File: src/rtl/syn_pkg.sv
package syn_pkg;

    localparam int unsigned COND_W_DEF  = 16;
    localparam int unsigned WGT_W_DEF   = 12;
    localparam int unsigned HIST_N_DEF  = 4;
    localparam int unsigned EXC_SH_DEF  = 3;
    localparam int unsigned INH_SH_DEF  = 5;

    typedef enum logic {
        REV_EXC = 1'b0,
        REV_INH = 1'b1
    } rev_sel_e;

endpackage

File: src/rtl/syn_decay.sv
module syn_decay #(
    parameter int unsigned COND_W = 16,
    parameter int unsigned EXC_SH = 3,
    parameter int unsigned INH_SH = 5
) (
    input  logic [COND_W-1:0] g_cur,
    input  logic              inhib,
    output logic [COND_W-1:0] g_decayed
);
    logic [COND_W-1:0] loss;

    generate
        if (EXC_SH == INH_SH) begin : g_one_shift
            always_comb loss = g_cur >> EXC_SH;
        end else begin : g_two_shift
            always_comb loss = inhib ? (g_cur >> INH_SH) : (g_cur >> EXC_SH);
        end
    endgenerate

    // The loss is never larger than g_cur, so this subtraction cannot wrap.
    always_comb g_decayed = g_cur - loss;

endmodule

File: src/rtl/syn_delay_line.sv
module syn_delay_line #(
    parameter int unsigned HIST_N = 4
) (
    input  logic [HIST_N-1:0] hist_cur,
    input  logic              spike,
    output logic [HIST_N-1:0] hist_next,
    output logic              release_now
);
    generate
        if (HIST_N == 1) begin : g_single
            always_comb hist_next = spike;
        end else begin : g_multi
            always_comb hist_next = {hist_cur[HIST_N-2:0], spike};
        end
    endgenerate

    always_comb release_now = hist_cur[HIST_N-1];

endmodule

File: src/rtl/syn_release_add.sv
module syn_release_add #(
    parameter int unsigned COND_W = 16,
    parameter int unsigned WGT_W  = 12
) (
    input  logic [COND_W-1:0] g_decayed,
    input  logic [WGT_W-1:0]  weight,
    input  logic              release_now,
    output logic [COND_W-1:0] g_next
);
    localparam logic [COND_W-1:0] G_MAX = '1;

    logic [COND_W:0] sum;

    always_comb begin
        sum = {1'b0, g_decayed};
        if (release_now) begin
            sum = sum + {{(COND_W + 1 - WGT_W){1'b0}}, weight};
        end
        g_next = sum[COND_W] ? G_MAX : sum[COND_W-1:0];
    end

endmodule

File: src/rtl/syn_cond_step.sv
module syn_cond_step #(
    parameter int unsigned COND_W = syn_pkg::COND_W_DEF,
    parameter int unsigned WGT_W  = syn_pkg::WGT_W_DEF,
    parameter int unsigned HIST_N = syn_pkg::HIST_N_DEF,
    parameter int unsigned EXC_SH = syn_pkg::EXC_SH_DEF,
    parameter int unsigned INH_SH = syn_pkg::INH_SH_DEF
) (
    input  logic              clk,
    input  logic              rst_n,
    input  logic              in_valid,
    output logic              in_ready,
    input  logic [COND_W-1:0] in_g,
    input  logic [HIST_N-1:0] in_dly,
    input  logic              in_spike,
    input  logic [WGT_W-1:0]  in_weight,
    input  logic              in_type,
    output logic              out_valid,
    input  logic              out_ready,
    output logic [COND_W-1:0] out_g,
    output logic [HIST_N-1:0] out_dly,
    output logic              out_rev_sel
);
    import syn_pkg::*;

    localparam int unsigned OLDEST = HIST_N - 1;

    typedef struct packed {
        logic              valid;
        logic [COND_W-1:0] g;
        logic [HIST_N-1:0] hist;
        rev_sel_e          rev;
    } step_state_t;

    step_state_t st_d, st_q;

    logic              accept;
    logic [COND_W-1:0] g_decayed;
    logic [COND_W-1:0] g_next;
    logic [HIST_N-1:0] hist_next;
    logic              release_now;

    syn_decay #(
        .COND_W (COND_W),
        .EXC_SH (EXC_SH),
        .INH_SH (INH_SH)
    ) decay_i (
        .g_cur     (in_g),
        .inhib     (in_type),
        .g_decayed (g_decayed)
    );

    syn_delay_line #(
        .HIST_N (HIST_N)
    ) delay_i (
        .hist_cur    (in_dly),
        .spike       (in_spike),
        .hist_next   (hist_next),
        .release_now (release_now)
    );

    syn_release_add #(
        .COND_W (COND_W),
        .WGT_W  (WGT_W)
    ) add_i (
        .g_decayed   (g_decayed),
        .weight      (in_weight),
        .release_now (release_now),
        .g_next      (g_next)
    );

    always_comb begin
        in_ready = !st_q.valid || out_ready;
        accept   = in_valid && in_ready;
        st_d     = st_q;
        if (accept) begin
            st_d.valid = 1'b1;
            st_d.g     = g_next;
            st_d.hist  = hist_next;
            st_d.rev   = in_type ? REV_INH : REV_EXC;
        end else if (out_ready) begin
            st_d.valid = 1'b0;
        end
    end

    always_ff @(posedge clk or negedge rst_n) begin
        if (!rst_n) begin
            st_q <= '0;
        end else begin
            st_q <= st_d;
        end
    end

    assign out_valid   = st_q.valid;
    assign out_g       = st_q.g;
    assign out_dly     = st_q.hist;
    assign out_rev_sel = st_q.rev;

    AST_NO_VALID_IN_RESET: assert property (@(posedge clk)
        !rst_n |=> !out_valid);

    AST_DECAY_NO_GROWTH: assert property (@(posedge clk) disable iff (!rst_n)
        (in_valid && in_ready && !in_dly[OLDEST]) |=> (out_g <= $past(in_g)));

    AST_HIST_SHIFT: assert property (@(posedge clk) disable iff (!rst_n)
        (in_valid && in_ready) |=> (out_dly[0] == $past(in_spike)));

    AST_RELEASE_FLOOR: assert property (@(posedge clk) disable iff (!rst_n)
        (in_valid && in_ready && in_dly[OLDEST]) |=> (out_g >= COND_W'($past(in_weight))));

    AST_REV_FOLLOWS_TYPE: assert property (@(posedge clk) disable iff (!rst_n)
        (in_valid && in_ready) |=> (out_rev_sel == $past(in_type)));

    AST_FIRE_GIVES_VALID: assert property (@(posedge clk) disable iff (!rst_n)
        (in_valid && in_ready) |=> out_valid);

    AST_STALL_HOLD: assert property (@(posedge clk) disable iff (!rst_n)
        (out_valid && !out_ready) |=> (out_valid && $stable(out_g) && $stable(out_dly)
                                       && $stable(out_rev_sel)));

endmodule

File: config.mk
export PLATFORM = sky130hd
export DESIGN_NAME = syn_cond_step
export DESIGN_NICKNAME = d
export VERILOG_FILES = /design/src/rtl/syn_pkg.sv /design/src/rtl/syn_decay.sv /design/src/rtl/syn_delay_line.sv /design/src/rtl/syn_release_add.sv /design/src/rtl/syn_cond_step.sv
export SDC_FILE = /design/constraint.sdc
export NUM_CORES = 1
export LEC_CHECK = 0
export BUFFER_PORTS_ARGS = -buffer_cell sky130_fd_sc_hd__buf_4
export CAP_MARGIN = 40
export CORE_MARGIN = 2
export CORE_UTILIZATION = 50
export DETAILED_ROUTE_END_ITERATION = 6
export PLACE_DENSITY = 0.84
export SYNTH_ARGS = -nofsm -noshare
export SYNTH_HDL_FRONTEND = slang
export SYNTH_SLANG_ARGS = --single-unit
File: constraint.sdc
create_clock -name clk -period 1.74 [get_ports clk]
set_input_delay 0.087 -clock clk [delete_from_list [all_inputs] [get_ports clk]]
set_output_delay 0.087 -clock clk [all_outputs]
set_load 0.02 [all_outputs]
# After elaboration in Yosys (flattened, before gate mapping)
# Cells that the tools add are included.
# word_totals
out_inout_bits	23
regBits	22
input_bits	38
# op_classes
muxes	6
n_reduce_logical	4
n_addsub	2
# ops
operator	n
$add 16x12->17	1
$mux 17	1
$mux 16	1
$sub 16x13->16	1
$mux 13	1
$mux 1	3
$reduce_bool 2->1	1
$logic_and 1x1->1	1
$logic_not 1->1	1
$logic_or 1x1->1	1

# Longest topological paths before layout
# depth
ltp_word	5
mapped_depth	19
mapped_depth_nobuf	17

# By module
# Synthesis repeated with hierarchy kept, for this count alone.
# unflattened
cells_unflattened	291
hier_area_um2	2731.4
# modules_own_cells
module	area_each_um2	cells_each	n_inst
syn_cond_step	934.6	48	1
syn_decay	915.9	124	1
syn_release_add	843.3	114	1
syn_delay_line	37.5	5	1

# Worst setup path after synthesis
# No wires, ideal clock.
# synth_path
kind	input to register
from	input port in_type
to	register st_q (netlist bit out_g[4])
path_buffers	4
arrival_time_ps	4217
setup_time_ps	82
path_slack_ps	-2559
t_required_ps	1658
cell_stages	18
path_cell_list	clkbuf_1 > buf_1 > mux2i_1 > fa_1 > a21o_1 > a221oi_2 > a21oi_1 > a21o_1 > a21oi_1 > xnor2_1 > ha_1 > nand3_1 > a2bb2oi_1 > or3_1 > or3b_1 > buf_2 > buf_6 > a31oi_1
# synth_between
elab_chain_len	5
# synth_rtl
element	line_no	rtl
from (decl)	syn_cond_step.sv:16	input logic in_type,
$mux 13 *	syn_decay.sv:16	always_comb loss = inhib ? (g_cur >> INH_SH) : (g_cur >> EXC_SH);
$sub 16x13->16 *	syn_decay.sv:21	always_comb g_decayed = g_cur - loss;
$add 16x12->17	syn_release_add.sv:17	sum = sum + {{(COND_W + 1 - WGT_W){1'b0}}, weight};
$mux 17 *	syn_release_add.sv:16	if (release_now) begin
$mux 16 *	syn_release_add.sv:19	g_next = sum[COND_W] ? G_MAX : sum[COND_W-1:0];
to (signal assigned)	syn_cond_step.sv:89	st_q <= st_d;
to (decl)	syn_cond_step.sv:34	step_state_t st_d, st_q;
# Mark *: on every way between the ends. The rest lies on a longest branch, timed or not.
# A chain may end at the register's enable or synchronous reset.

# Worst setup path after layout
# Ends and elaborated chain as after synthesis.

==> summary.md <==
| Metric | Value |
|---|---|
| Slew Limit Headroom | `62.0%` |
| Final-report max-slew violation count | `0` |
| Area of the core region | `4660 um^2` |
| Share of cells above drive strength 1 | `47.3%` |
| Max IR drop VDD | `482 uV` |
| Hold depth | `3` |
| Post-placement cell count | `481` |
| Cell Area, Placed | `3520 um^2` |
| Half-perimeter wire length of the detailed placement result | `5.53 mm` |
| Number of rows in the core area | `25` |
| Total number of nets in the final design | `533` |
| Cell-by-cell trace of the critical path | `buf_6, mux2_4, ha_4, inv_2, fa_2, a21o_1, a221oi_4, a21oi_2, a21o_1, a21oi_2, xnor2_2, ha_1, nand3_2, a2bb2oi_2, or3_4, or3b_4, buf_8, a31oi_1` |
| Compound-gate portion of the synthesized area | `22.5%` |
| Max-cap viol count | `0` |
| Wire length of the first global-routing pass | `13.1 mm` |
| Violated checks | `negative setup slack` |
| Data required time of the critical path | `1.92 ns` |
| Growth of design area from synthesis to finish | `70.1%` |
| Final wirelength | `10.4 mm` |
| Result of the run | `complete, but fails checks` |
| Area fraction in and, or, nand and nor cells after synthesis | `21.1%` |
| Average wire per standard cell | `20.1 um` |
| M1 GR Usage | `33.8%` |
| Chip width | `73.0 um` |
| Highest-utilization routing layer at the global route stage | `met2` |
| Footprint of the multi-input gates | `1970 um^2` |
| ANT nets after route | `0` |
| Worst min-delay path startpoint | `in_dly[1]` |
| Final Hold Vio Count | `0` |
| Mux share of post-synthesis cell area | `5.52%` |
| Count of H-tree levels built during CTS | `1` |
| Proportion of synthesized chip area in sequential cells | `23.1%` |
| Critical Path Source Type | `input pin` |
| Net count after synthesis | `364` |
| Critical path launch point | `in_type` |
| Max Clock Freq | `271 MHz` |
| Slowest stage cell on the critical path | `sky130_fd_sc_hd__or3b_4` |
| Final setup violating endpoints | `16` |
| Actual slew at the worst max-slew pin | `0.565 ns` |
| Maximum number of buffers from clock root to sink | `2` |
| Source of the worst register-to-register timing path | `out_valid` |
| Number of vias after detailed routing | `3175` |
| Number of port buffers | `60` |
| DIE HEIGHT | `73.0 um` |
| Antenna violations before repair | `0` |
| GRT met3 Usage | `3.18%` |
| Starting DRT DRC Count | `294` |
| Number of warnings issued by yosys | `0` |
| Unrepaired setup endpoints after global routing | `true` |
| DRC violation count after routing | `0` |
| Maximum fanout count along the critical path | `6` |
| TritonCTS clock tree | `done` |
| Static Leakage | `1.98 nW` |
| Prevailing post-synth register cell | `sky130_fd_sc_hd__dfrtp_1` |
| Later-pin clock latency in the skew report | `0.27 ns` |
| Average footprint of a synthesized cell | `8.07 um^2` |
| Critical Path AT | `3.87 ns` |
| Setup Crit Path Kind | `input pin to register` |
| Delay of the slowest critical-path stage | `0.45 ns` |
| Largest net degree at the start of global routing | `25` |
| Ant. Diodes | `0` |
| Least setup slack across all paths after layout | `-1.95 ns` |
| Die Outline Area | `5330 um^2` |
| Finished layout cell area | `4050 um^2` |
| Total GRT Usage | `31.7%` |
| Worst path bufs/invs | `3` |
| Clock root cell | `sky130_fd_sc_hd__clkbuf_8` |
| Async set or reset register ratio after synthesis | `100%` |
| Worst R2R Setup Slack | `0.36 ns` |
| Number of global-route vias before repair | `2964` |
| Total number of clock tree sinks | `22` |
| Filler Cell Count | `240` |
| Clock transition at path regs | `0.07 ns` |
| Total of flip-flops plus latches after synthesis | `22` |
| GR Layer Usage met2 | `61.0%` |
| Via density per instance | `6.14` |
| Cell family with most CP delay | `compound AO/OA/AOI/OAI gates` |
| Number of distinct library cells after synthesis | `46` |
| Sum of overflow across all layers after global routing | `0` |
| Worst reg2reg path endpoint | `out_g[10]` |
| Skew final | `0.000563 ns` |
| Top-Level Pins | `61` |
| Crit path capture type | `register` |
| Sequential cell area | `551 um^2` |
| Non-filler instance count after layout | `517` |
| Post-synthesis instance total | `295` |
| Worst Hold Endpoint | `out_dly[2]` |
| Netlist area before placement | `2380 um^2` |
| Arithmetic-cell share of the synthesized area counting full adders, half adders and majority gates | `16.9%` |
| Number of enable-type register cells in the synthesized netlist | `0` |
| Fraction of synthesized cell area in xor and xnor cells | `7.36%` |
| Worst Reg-to-Reg Cells | `5` |
| Hold crit path type | `input pin to register` |
| Largest family of logic cells by synthesized area | `compound AO/OA/AOI/OAI gates` |
| Last weighted congestion value of the routability-driven placer | `0.826` |
| Power per cell area | `982 nW/um^2` |
| Final critical delay including setup and external delays | `3.69 ns` |
| Number of CTS-inserted buffers | `3` |
| Starting Density | `51.1%` |
| Post-route fraction of the period consumed by the critical path | `212%` |
| Number of detailed-routing iterations run before antenna repair | `5` |
-- layout make-up --
class	count	share of cell area [%]
sequential	22	13.6
clock buffer	4	1.36
multi-input combinational	253	48.7
timing repair buffer	176	33.9
inverter	8	0.741
tap	54	1.67
-- layer usage --
layer | routed length [um] | vias up
met1 | 3740 | 1472
met5 | 0 | -
met2 | 5190 | 218
met3 | 745 | 80
li1 | - | 1405
met4 | 704 | 0
-- flip-flops by register name (all words and copies together) (netlist names) --
signal and count:
out_rev_sel 1, out_valid 1, out_dly 4, out_g 16
-- placed cells by master, fill, tap and decap left out, types with 3 or more instances in the layout --
cell type	n
sky130_fd_sc_hd__buf_4	168
sky130_fd_sc_hd__nand2_1	34
sky130_fd_sc_hd__nor2_1	30
sky130_fd_sc_hd__ha_1	27
sky130_fd_sc_hd__dfrtp_1	22
sky130_fd_sc_hd__o21ai_0	17
sky130_fd_sc_hd__a21oi_1	13
sky130_fd_sc_hd__xor2_1	11
sky130_fd_sc_hd__a31oi_1	9
sky130_fd_sc_hd__mux2i_1	8
sky130_fd_sc_hd__xnor2_1	8
sky130_fd_sc_hd__nand2b_1	7
sky130_fd_sc_hd__inv_1	7
sky130_fd_sc_hd__a21o_1	7
sky130_fd_sc_hd__a21oi_2	6
sky130_fd_sc_hd__a211oi_1	5
sky130_fd_sc_hd__nand3b_1	4
sky130_fd_sc_hd__o21ai_1	4
sky130_fd_sc_hd__a31oi_2	4
sky130_fd_sc_hd__clkbuf_8	4
sky130_fd_sc_hd__buf_6	4
sky130_fd_sc_hd__nand3_1	3
sky130_fd_sc_hd__o21a_1	3
sky130_fd_sc_hd__mux2i_2	3
sky130_fd_sc_hd__nor3_1	3
sky130_fd_sc_hd__nor2b_1	3
-- repair_timing --
action                     4_1_cts  5_1_grt
pin swaps                       33       22
hold buffers                     1        0
setup endpoints to repair       16       16
setup buffers                   22        8
resized for setup               27       20
hold endpoints to repair        22        0
gates cloned                     1        0
-- worst max path at each step --
stage	to	depth (start not counted)
final	out_g[4]	18
after global routing	out_g[15]	18
after CTS	out_g[0]	18
after detailed placement	out_g[0]	18
after global placement	out_g[5]	18
after floorplan	out_g[10]	19
-- logic make-up after synthesis --
family / count (synthesis)
compound gates: 86
fa+ha+maj: 31
xor+xnor: 20
buf+inv: 20
flops: 22
simple gates: 103
mux: 13
-- where the power goes --
part / internal (mW) / total, mW / switching [mW] / leakage (nW)
registers: 0.638 / 0.713 / 0.0750 / 0.249
logic: 1.41 / 2.90 / 1.49 / 1.71
clock network: 0.202 / 0.369 / 0.167 / 0.0288
total: 2.25 / 3.98 / 1.73 / 1.98
-- tightest hold or removal path, cell delays in order --
cell and delay (ns):
sky130_fd_sc_hd__buf_4 0.07, sky130_fd_sc_hd__nand2_1 0.04, sky130_fd_sc_hd__nand2_1 0.05
-- stage by stage --
| stage | setup slack (ns) | setup TNS (ns) | hold slack (ns) | power (mW) | utilization [%] |
|---|---|---|---|---|---|
| final | -1.95 | -30.13 | 0.00649 | 3.98 | 86.9 |
| after global routing | -2.04 | -31.22 | 0.0223 | 4.12 | 86.9 |
| after CTS | -1.73 | -26.87 | 0.00747 | 3.47 | 83.8 |
| after detailed placement | -2.13 | -32.87 | -0.0186 | 2.80 | 75.5 |
| after global placement | -1.99 | -31.04 | -0.0233 | 2.72 | 75.5 |
| after floorplan | -1.99 | -30.46 | -0.209 | 1.90 | - |
-- synth_stat cells (2+ instances only) --
library cell | n | area share [%]
sky130_fd_sc_hd__xor2_1 | 11 | 4.0
sky130_fd_sc_hd__mux2i_1 | 12 | 5.0
sky130_fd_sc_hd__nor2_1 | 30 | 4.7
sky130_fd_sc_hd__nor3_1 | 4 | 0.84
sky130_fd_sc_hd__nor4_1 | 3 | 0.79
sky130_fd_sc_hd__ha_1 | 29 | 15
sky130_fd_sc_hd__a211oi_1 | 5 | 1.6
sky130_fd_sc_hd__nand3b_1 | 4 | 1.3
sky130_fd_sc_hd__a21oi_1 | 19 | 4.0
sky130_fd_sc_hd__nand3_1 | 4 | 0.84
sky130_fd_sc_hd__a41oi_1 | 2 | 0.74
sky130_fd_sc_hd__o21a_1 | 3 | 0.95
sky130_fd_sc_hd__o31ai_1 | 3 | 0.95
sky130_fd_sc_hd__a21boi_0 | 2 | 0.63
sky130_fd_sc_hd__clkbuf_1 | 9 | 1.4
sky130_fd_sc_hd__a21o_1 | 7 | 2.2
sky130_fd_sc_hd__inv_1 | 8 | 1.3
sky130_fd_sc_hd__nor2b_1 | 3 | 0.79
sky130_fd_sc_hd__fa_1 | 2 | 1.7
sky130_fd_sc_hd__nand2_1 | 34 | 5.4
sky130_fd_sc_hd__o21ai_0 | 24 | 5.0
sky130_fd_sc_hd__dfrtp_1 | 22 | 23
sky130_fd_sc_hd__nor4b_1 | 2 | 0.74
sky130_fd_sc_hd__and2_1 | 2 | 0.53
sky130_fd_sc_hd__or3_1 | 2 | 0.53
sky130_fd_sc_hd__xnor2_1 | 9 | 3.3
sky130_fd_sc_hd__nand2b_1 | 7 | 1.8
sky130_fd_sc_hd__a31oi_1 | 15 | 3.9
No activity file was read; power rests on OpenSTA's default activity.
